--- config.mk ---
export PLATFORM = sky130hd
export DESIGN_NAME = pixel_deser
export DESIGN_NICKNAME = d
export VERILOG_FILES = /design/src/rtl/pixel_deser_pkg.sv /design/src/rtl/lane_shift.sv /design/src/rtl/frame_align.sv /design/src/rtl/pixel_deser.sv
export SDC_FILE = /design/constraint.sdc
export NUM_CORES = 1
export LEC_CHECK = 0
export BUFFER_PORTS_ARGS = -buffer_cell sky130_fd_sc_hd__clkbuf_2
export CAP_MARGIN = 20
export CORE_UTILIZATION = 30
export CTS_BUF_LIST = sky130_fd_sc_hd__clkbuf_4 sky130_fd_sc_hd__clkbuf_8
export CTS_CLUSTER_DIAMETER = 100
export DETAILED_ROUTE_END_ITERATION = 8
export HOLD_SLACK_MARGIN = 0.15
export PLACE_DENSITY_LB_ADDON = 0.2
export SYNTH_ARGS = -nofsm -noshare
export SYNTH_HDL_FRONTEND = slang
export SYNTH_HIERARCHICAL = 1
export SYNTH_SLANG_ARGS = --single-unit
--- constraint.sdc ---
create_clock -name bit_clk -period 3.4 [get_ports bit_clk]
set_input_delay 0.68 -clock bit_clk [delete_from_list [all_inputs] [get_ports bit_clk]]
set_output_delay 0.68 -clock bit_clk [all_outputs]
set_load 0.02 [all_outputs]
--- src/rtl/pixel_deser_pkg.sv ---
package pixel_deser_pkg;
    typedef enum logic [1:0] {
        ST_HUNT    = 2'd0,
        ST_CONFIRM = 2'd1,
        ST_TRACK   = 2'd2
    } align_st_e;
endpackage

--- src/rtl/lane_shift.sv ---
module lane_shift #(
    parameter int unsigned BITS = 7
) (
    input  logic            clk,
    input  logic            rst_n,
    input  logic            din,
    output logic [BITS-1:0] bits_next
);
    logic [BITS-1:0] sr_d, sr_q;

    // newest bit enters at the top; bit 0 is the oldest of the window
    always_comb begin
        sr_d = {din, sr_q[BITS-1:1]};
    end

    always_ff @(posedge clk or negedge rst_n) begin
        if (!rst_n) sr_q <= '0;
        else        sr_q <= sr_d;
    end

    assign bits_next = sr_d;
endmodule

--- src/rtl/frame_align.sv ---
module frame_align
    import pixel_deser_pkg::*;
#(
    parameter int unsigned     BITS      = 7,
    parameter int unsigned     PCLK_HIGH = 4,
    parameter logic [BITS-1:0] MARKER    = 7'b0001111
) (
    input  logic            clk,
    input  logic            rst_n,
    input  logic            enable,
    input  logic [BITS-1:0] marker_win,
    output logic            capture,
    output logic            locked_o,
    output logic            pclk_o
);
    localparam int unsigned PW = (BITS > 1) ? $clog2(BITS) : 1;
    localparam logic [PW-1:0] LAST_PH = PW'(BITS - 1);
    localparam logic [PW-1:0] HIGH_PH = PW'(PCLK_HIGH);

    typedef struct packed {
        align_st_e     st;
        logic [PW-1:0] phase;
        logic          locked;
        logic          pclk;
    } align_t;

    align_t r_q, r_d;
    logic   hit;
    logic   at_edge;

    always_comb begin
        r_d     = r_q;
        capture = 1'b0;
        hit     = (marker_win == MARKER);
        at_edge = (r_q.phase == LAST_PH);
        r_d.phase = at_edge ? '0 : r_q.phase + 1'b1;
        unique case (r_q.st)
            ST_HUNT: begin
                if (hit) begin
                    r_d.st    = ST_CONFIRM;
                    r_d.phase = '0;
                end
            end
            ST_CONFIRM: begin
                if (at_edge) begin
                    if (hit) begin
                        r_d.st  = ST_TRACK;
                        capture = 1'b1;
                    end else begin
                        r_d.st = ST_HUNT;
                    end
                end
            end
            ST_TRACK: begin
                if (at_edge) begin
                    if (hit) capture = 1'b1;
                    else     r_d.st  = ST_HUNT;
                end
            end
            default: r_d.st = ST_HUNT;
        endcase
        if (!enable) begin
            r_d.st  = ST_HUNT;
            capture = 1'b0;
        end
        r_d.locked = (r_d.st == ST_TRACK);
        r_d.pclk   = r_d.locked && (r_d.phase < HIGH_PH);
    end

    always_ff @(posedge clk or negedge rst_n) begin
        if (!rst_n) r_q <= '{st: ST_HUNT, phase: '0, locked: 1'b0, pclk: 1'b0};
        else        r_q <= r_d;
    end

    assign locked_o = r_q.locked;
    assign pclk_o   = r_q.pclk;
endmodule

--- src/rtl/pixel_deser.sv ---
module pixel_deser #(
    parameter int unsigned     LANES     = 3,
    parameter int unsigned     BITS      = 7,
    parameter int unsigned     PCLK_HIGH = 4,
    parameter logic [BITS-1:0] MARKER    = 7'b0001111
) (
    input  logic                    bit_clk,
    input  logic                    rst_n,
    input  logic                    pwr_dn_n,
    input  logic [LANES-1:0]        data_lane,
    input  logic                    clk_lane,
    output logic [LANES*BITS-1:0]   pix_word,
    output logic                    pix_clk,
    output logic                    locked
);
    localparam int unsigned WORD_W = LANES * BITS;

    logic [WORD_W-1:0] gathered;
    logic [BITS-1:0]   marker_win;
    logic              capture;
    logic              lock_int;
    logic              pclk_int;
    logic [WORD_W-1:0] word_d, word_q;

    for (genvar l = 0; l < LANES; l++) begin : g_lane
        lane_shift #(.BITS(BITS)) u_shift (
            .clk      (bit_clk),
            .rst_n    (rst_n),
            .din      (data_lane[l]),
            .bits_next(gathered[l*BITS +: BITS])
        );
    end

    lane_shift #(.BITS(BITS)) u_marker (
        .clk      (bit_clk),
        .rst_n    (rst_n),
        .din      (clk_lane),
        .bits_next(marker_win)
    );

    frame_align #(.BITS(BITS), .PCLK_HIGH(PCLK_HIGH), .MARKER(MARKER)) u_align (
        .clk       (bit_clk),
        .rst_n     (rst_n),
        .enable    (pwr_dn_n),
        .marker_win(marker_win),
        .capture   (capture),
        .locked_o  (lock_int),
        .pclk_o    (pclk_int)
    );

    always_comb begin
        word_d = word_q;
        if (capture)   word_d = gathered;
        if (!pwr_dn_n) word_d = '0;
    end

    always_ff @(posedge bit_clk or negedge rst_n) begin
        if (!rst_n) word_q <= '0;
        else        word_q <= word_d;
    end

    // power-down silences the pins without waiting for a clock
    assign pix_word = pwr_dn_n ? word_q   : '0;
    assign pix_clk  = pwr_dn_n & pclk_int;
    assign locked   = pwr_dn_n & lock_int;
endmodule

== Word-level counts from Yosys, hierarchy flattened ==
Cells that the tools add are included.

* Register bits after elaboration: 56
* Latch bits: 0
* RAM bits: 0
* Memory bits (read-only): 0
* Bits of input ports: 7
* Output and inout port bits: 23
* Word-level logic and storage cells: 38
* Memories: 0

* $add $sub $neg: 1
* Multipliers: 0
* Div/mod/pow operators: 0
* $lt $le $gt $ge: 1
* Eq/ne operators: 6
* Shift operators: 0
* Multiplexer cells: 16
* Bitwise logic cells: 2
* Reductions and logical operators: 3

{| class="wikitable"
|+ Operators with widths
! kind !! count
|-
| 21-bit two-way mux || 3
|-
| 2-bit two-way mux || 5
|-
| 7-bit by 4-bit equality test with 1-bit output, second input constant || 1
|-
| 3-bit two-way mux || 2
|-
| 2-bit one-hot mux with 3 select lines || 1
|-
| 5-bit two-way mux || 1
|-
| 2-bit equality test, second input constant || 2
|-
| 1-bit two-way mux || 4
|-
| 3-bit by 1-bit adder with 3-bit output, second input constant || 1
|-
| 3-bit equality test, second input constant || 1
|-
| 3-bit < comparator, second input constant || 1
|-
| 1-bit AND || 2
|-
| 2-bit by 1-bit equality test with 1-bit output, second input constant || 1
|-
| 2-bit logical NOT || 1
|-
| 2-bit by 1-bit inequality test with 1-bit output, second input constant || 1
|-
| 2-bit OR reduction || 1
|-
| 1-bit logical AND || 1
|}

== Depth between registers and ports, before layout ==
* Word-level depth: 7
* Depth in mapped cells: 8
* Depth with buffers taken out: 5

== Cells and area by module ==
Netlist, hierarchy kept.

{| class="wikitable"
|+ By module, submodules not included
! module !! times used !! cells each !! area each (um^2) !! seq. area each (um^2)
|-
| pixel_deser || 1 || 93 || 1079.8 || 525.5
|-
| lane_shift || 4 || 7 || 157.7 || 150.1
|-
| frame_align || 1 || 40 || 419.2 || 175.2
|}

== Worst setup path before layout ==
Ideal clock, no wire load.

* Kind: input -> register
* From: input clk_lane
* To: register word_q[10]
* Setup time: 120 ps
* Arrival: 1949 ps
* Data required time: 3280 ps
* Setup slack: 1331 ps
* Stages on the path: 8
* Path buffers: 3
* Cells stage by stage: buf_4 and4bb_2 and2_2 and4_1 buf_6 buf_12 mux2i_1 nor2b_1

* Longest elaborated chain between the ends: 6

{| class="wikitable"
|+ Ends and longest elaborated chain
! element !! RTL line !! RTL
|-
| start, declared || pixel_deser.sv:11 || <nowiki>input logic clk_lane,</nowiki>
|-
| 7-bit by 4-bit equality test with 1-bit output || frame_align.sv:34 || <nowiki>hit = (marker_win == MARKER);</nowiki>
|-
| 1-bit two-way mux || frame_align.sv:46, frame_align.sv:56 ||
|-
| 1-bit two-way mux || frame_align.sv:55 || <nowiki>if (at_edge) begin</nowiki>
|-
| 1-bit two-way mux || -- ||
|-
| 1-bit two-way mux || frame_align.sv:62 || <nowiki>if (!enable) begin</nowiki>
|-
| net capture || pixel_deser.sv:20 || <nowiki>logic capture;</nowiki>
|-
| 2-bit by 1-bit inequality test with 1-bit output (no line) || -- ||
|-
| end signal, assigned || pixel_deser.sv:59 || <nowiki>else word_q <= word_d;</nowiki>
|-
| end, declared || pixel_deser.sv:23 || <nowiki>logic [WORD_W-1:0] word_d, word_q;</nowiki>
|}

The timed path passes the listed nets, and every way through them passes these cells.
A chain may end at the register's enable or synchronous reset.

== Worst setup path after layout ==
* From: input pwr_dn_n
* To: output pix_word[5]

* Longest elaborated chain between the ends: 1

{| class="wikitable"
|+ Ends and longest elaborated chain
! element !! RTL line !! RTL
|-
| start, declared || pixel_deser.sv:9 || <nowiki>input logic pwr_dn_n,</nowiki>
|-
| 21-bit two-way mux || pixel_deser.sv:63 || <nowiki>assign pix_word = pwr_dn_n ? word_q : '0;</nowiki>
|-
| end, declared || pixel_deser.sv:12 || <nowiki>output logic [LANES*BITS-1:0] pix_word,</nowiki>
|}

Every way passes these cells.

==> impl_summary.txt <==
----------------------------------------------------
[Critical path]
  Biggest fanout along the worst timing path ... 46
  Worst setup SP type ... input pin
  Critical Path AT ... 1.62 ns
  Worst Setup End Kind ... output port
  Required arrival time at the worst endpoint ... 2.72 ns
  Class of the most critical setup path ... input pin to output port

[Yosys]
  Post-synth net total ... 172
  Post-synth cell types ... 31
  Syn Area/Cell ... 13.23 µm²
  Share of the synthesized area in the top cell type ... 61.10%
  Register bit total from synthesis ... 52
  Cell accounting for the most synthesized area ... sky130_fd_sc_hd__dfrtp_1
  Warning count from the yosys run ... 6
  Ys async rst share ... 100.0%
  Cell with the most instances after synthesis ... sky130_fd_sc_hd__dfrtp_1
  Most instantiated cells after synthesis ... sky130_fd_sc_hd__dfrtp_1 (52), sky130_fd_sc_hd__and2_1 (23), sky130_fd_sc_hd__nor2b_1 (22)
  Largest cells by area after synthesis ... sky130_fd_sc_hd__dfrtp_1 (61%), sky130_fd_sc_hd__mux2i_1 (9.9%), sky130_fd_sc_hd__and2_1 (6.8%), sky130_fd_sc_hd__nor2b_1 (6.5%), sky130_fd_sc_hd__ha_1 (2.4%)
  Synthesized cell area ... 2130 µm²
  Sequential-to-total area share from yosys stat ... 61.10%
  EDFF count, synth ... 0
  Mapped Cells ... 161
  Most instantiated flip-flop cell in the synthesis netlist ... sky130_fd_sc_hd__dfrtp_1

[Clock tree]
  Insertion delay to the later sink of the worst-skew pair ... 0.30 ns
  Hold-fix buffers, CTS ... 0
  Longest Clk Path Bufs ... 2
  Number of H-tree levels ... 2
  Clock-pin slew on the worst setup and hold paths ... 0.09 ns
  Resize count post-CTS ... 0
  Clock root cell ... sky130_fd_sc_hd__clkbuf_8
  Number of post-CTS setup repair buffers ... 0
  Number of sinks on the clock net ... 52
  CTS tree ... yes
  Clock buffers created by TritonCTS ... 5

[Flow run]
  MaxCap Viol Count ... 0

[Floorplanning]
  Number of top-level design ports ... 30
  Horizontal extent of the die ... 86.25 µm
  Die height ... 86.25 µm
  Core box area ... 6832 µm²
  Total number of placement rows ... 30
  Initial core utilization ... 31.17%
  Die outline area ... 7439 µm²

[GRT]
  Vias in the first global route ... 1282
  First-pass GRT wire length ... 6.078 mm
  Initial antenna violation count ... 0
  Largest net degree at the start of global routing ... 47
  Overall global routing resource usage ... 10.73%
  Remaining global-route overflow ... 0

[Route]
  Total wire length after detailed routing ... 3.528 mm
  Vias ... 1216
  Average detailed-routed wire length per instance ... 12.38 µm
  Via/cell ratio ... 4.267
  Antenna Nets Post-Route ... 0
  DR DRC count ... 0
  Number of detailed-route iterations in the first pass ... 4
  Iter 0 DRT Violations ... 80

[STA]
  Shortest clock period the worst path allows after layout ... 2.303 ns
  Period utilisation layout ... 67.73%
  Setup repair after global routing missed its margin ... false
  Maximum clock rate ... 0.4343 GHz
  Slew of the pin with the lowest slew margin ... 0.6813 ns
  Final-report max-slew violation count ... 0
  Total setup violations reported at the end of the flow ... 0
  Setup slack of the critical path after layout ... 1.097 ns
  Final-report hold violation count ... 0
  Relative slew slack ... 54.58%
  Clock Skew ... 0.004421 ns
  Final-layout setup total negative slack ... 0 ns

[Placed design]
  Pre-CTS worst setup slack ... 1.057 ns
  Final Wtd Congestion ... 0.7404
  HPWL reported at the end of detailed placement ... 2.333 mm
  Placed Cells ... 277
  # port buffers ... 29

[Worst hold path]
  Kind of path behind the tightest hold check ... input pin to asynchronous set/reset pin

[Power]
  Peak VDD IR ... 237.9 µV
  Power, Total ... 0.001127 W
  Pwr Density ... 464.5 nW/µm²
  Static leakage ... 1.086 nW

[Layout]
  Fraction of layout cells with a size suffix above 1 ... 23.28%
  Final standard cell utilization of the core ... 35.53%
  Area growth from synthesis to final layout ... 13.98%
  Final Instance Count excl. Fillers ... 285
  # diodes ... 0
  Final Net Count ... 200

[Run status]
  Run status ... finished clean

----------------------------------------------------
## layer usage
layer	track usage [%]	share of wire (%)	vias up
met4	3.939	1.2	0
met3	4.095	4.8	4
met5	0	0	-
li1	-	-	582
met2	17.03	47	23
met1	13.35	47	607
## worst max-delay path, stage by stage
cell and delay, ns:
sky130_fd_sc_hd__clkbuf_2 0.52, sky130_fd_sc_hd__and2_1 0.23, sky130_fd_sc_hd__clkbuf_2 0.17
## through the flow
| stage | instance area [µm²] | hold WS [ns] |
|---|---|---|
| final | 2427 | 0.1886 |
| after global routing | 2427 | 0.1739 |
| after CTS | 2407 | 0.3736 |
| after detailed placement | 2311 | 0.3598 |
| after global placement | 2311 | 0.3549 |
| after floorplan | 2130 | 0.3457 |
## kinds of logic (layout without fill, tap and decap cells)
logic type | after synthesis | after routing | share of synthesized area [%]
buffers and inverters | 15 | 43 | 5.347
AOI/OAI and AO/OA | 11 | 11 | 3.643
muxes | 21 | 21 | 9.871
adders and majority gates | 4 | 4 | 2.350
and+or+nand+nor | 58 | 58 | 17.68
DFF | 52 | 52 | 61.10
## final cells by class
cell class              count  area (µm²)
fillers                   698        4404
multi-input cells          94       714.4
repair buffers             32       180.2
inverters                   4       15.01
clock buffers               7       96.34
well taps                  96       120.1
flip-flops and latches     52        1301
## state kept, by name, indices dropped and copies added, names as in the netlist
signal	count
g_lane.u_shift/sr_q	18
u_align/locked_o	1
u_align/pclk_o	1
u_align/r_q	5
u_marker/sr_q	6
word_q	21
## placed cells by master (no fill, tap or decap)
cell type                   n
sky130_fd_sc_hd__nor2_1     1
sky130_fd_sc_hd__and4_1     1
sky130_fd_sc_hd__buf_12     1
sky130_fd_sc_hd__o31ai_1    1
sky130_fd_sc_hd__nand3_1    1
sky130_fd_sc_hd__nor3_2     1
sky130_fd_sc_hd__o32a_1     1
sky130_fd_sc_hd__clkbuf_2  29
sky130_fd_sc_hd__nor3_1     2
sky130_fd_sc_hd__inv_1      4
sky130_fd_sc_hd__buf_4      2
sky130_fd_sc_hd__a22oi_1    1
sky130_fd_sc_hd__mux2i_1   21
sky130_fd_sc_hd__nand2_1    1
sky130_fd_sc_hd__o21ai_0    1
sky130_fd_sc_hd__and4bb_2   1
sky130_fd_sc_hd__and3b_2    1
sky130_fd_sc_hd__nor2b_1   22
sky130_fd_sc_hd__a21oi_1    3
sky130_fd_sc_hd__ha_1       4
sky130_fd_sc_hd__a311oi_1   1
sky130_fd_sc_hd__dfrtp_1   52
sky130_fd_sc_hd__a21oi_2    1
sky130_fd_sc_hd__nand3b_1   2
sky130_fd_sc_hd__a31oi_1    1
sky130_fd_sc_hd__a221oi_1   1
sky130_fd_sc_hd__and2_2     1
sky130_fd_sc_hd__and2_1    23
sky130_fd_sc_hd__and3b_1    1
sky130_fd_sc_hd__clkbuf_8   7
## worst paths after layout
path / endpoint / cells past startpoint / startpoint / slack, ns
max: pix_word[5] / 3 / pwr_dn_n / 1.10
min: word_q[0] / 1 / rst_n / 0.19
min in group bit_clk: g_lane[2].u_shift/sr_q[3] / 0 / g_lane[2].u_shift/sr_q[4] / 0.37
max in group asynchronous: u_align/r_q[2] / 3 / rst_n / 2.56
min reg2reg: g_lane[2].u_shift/sr_q[3] / 0 / g_lane[2].u_shift/sr_q[4] / 0.37
max reg2reg: word_q[12] / 6 / u_marker/sr_q[5] / 1.48
## report_power, final
part	total, W	switching (W)	internal [W]
combinational	0.0000819	0.0000471	0.0000348
clock	0.000367	0.000186	0.000181
sequential	0.000679	0.0000286	0.000650
(Power assumes the default switching activity.)
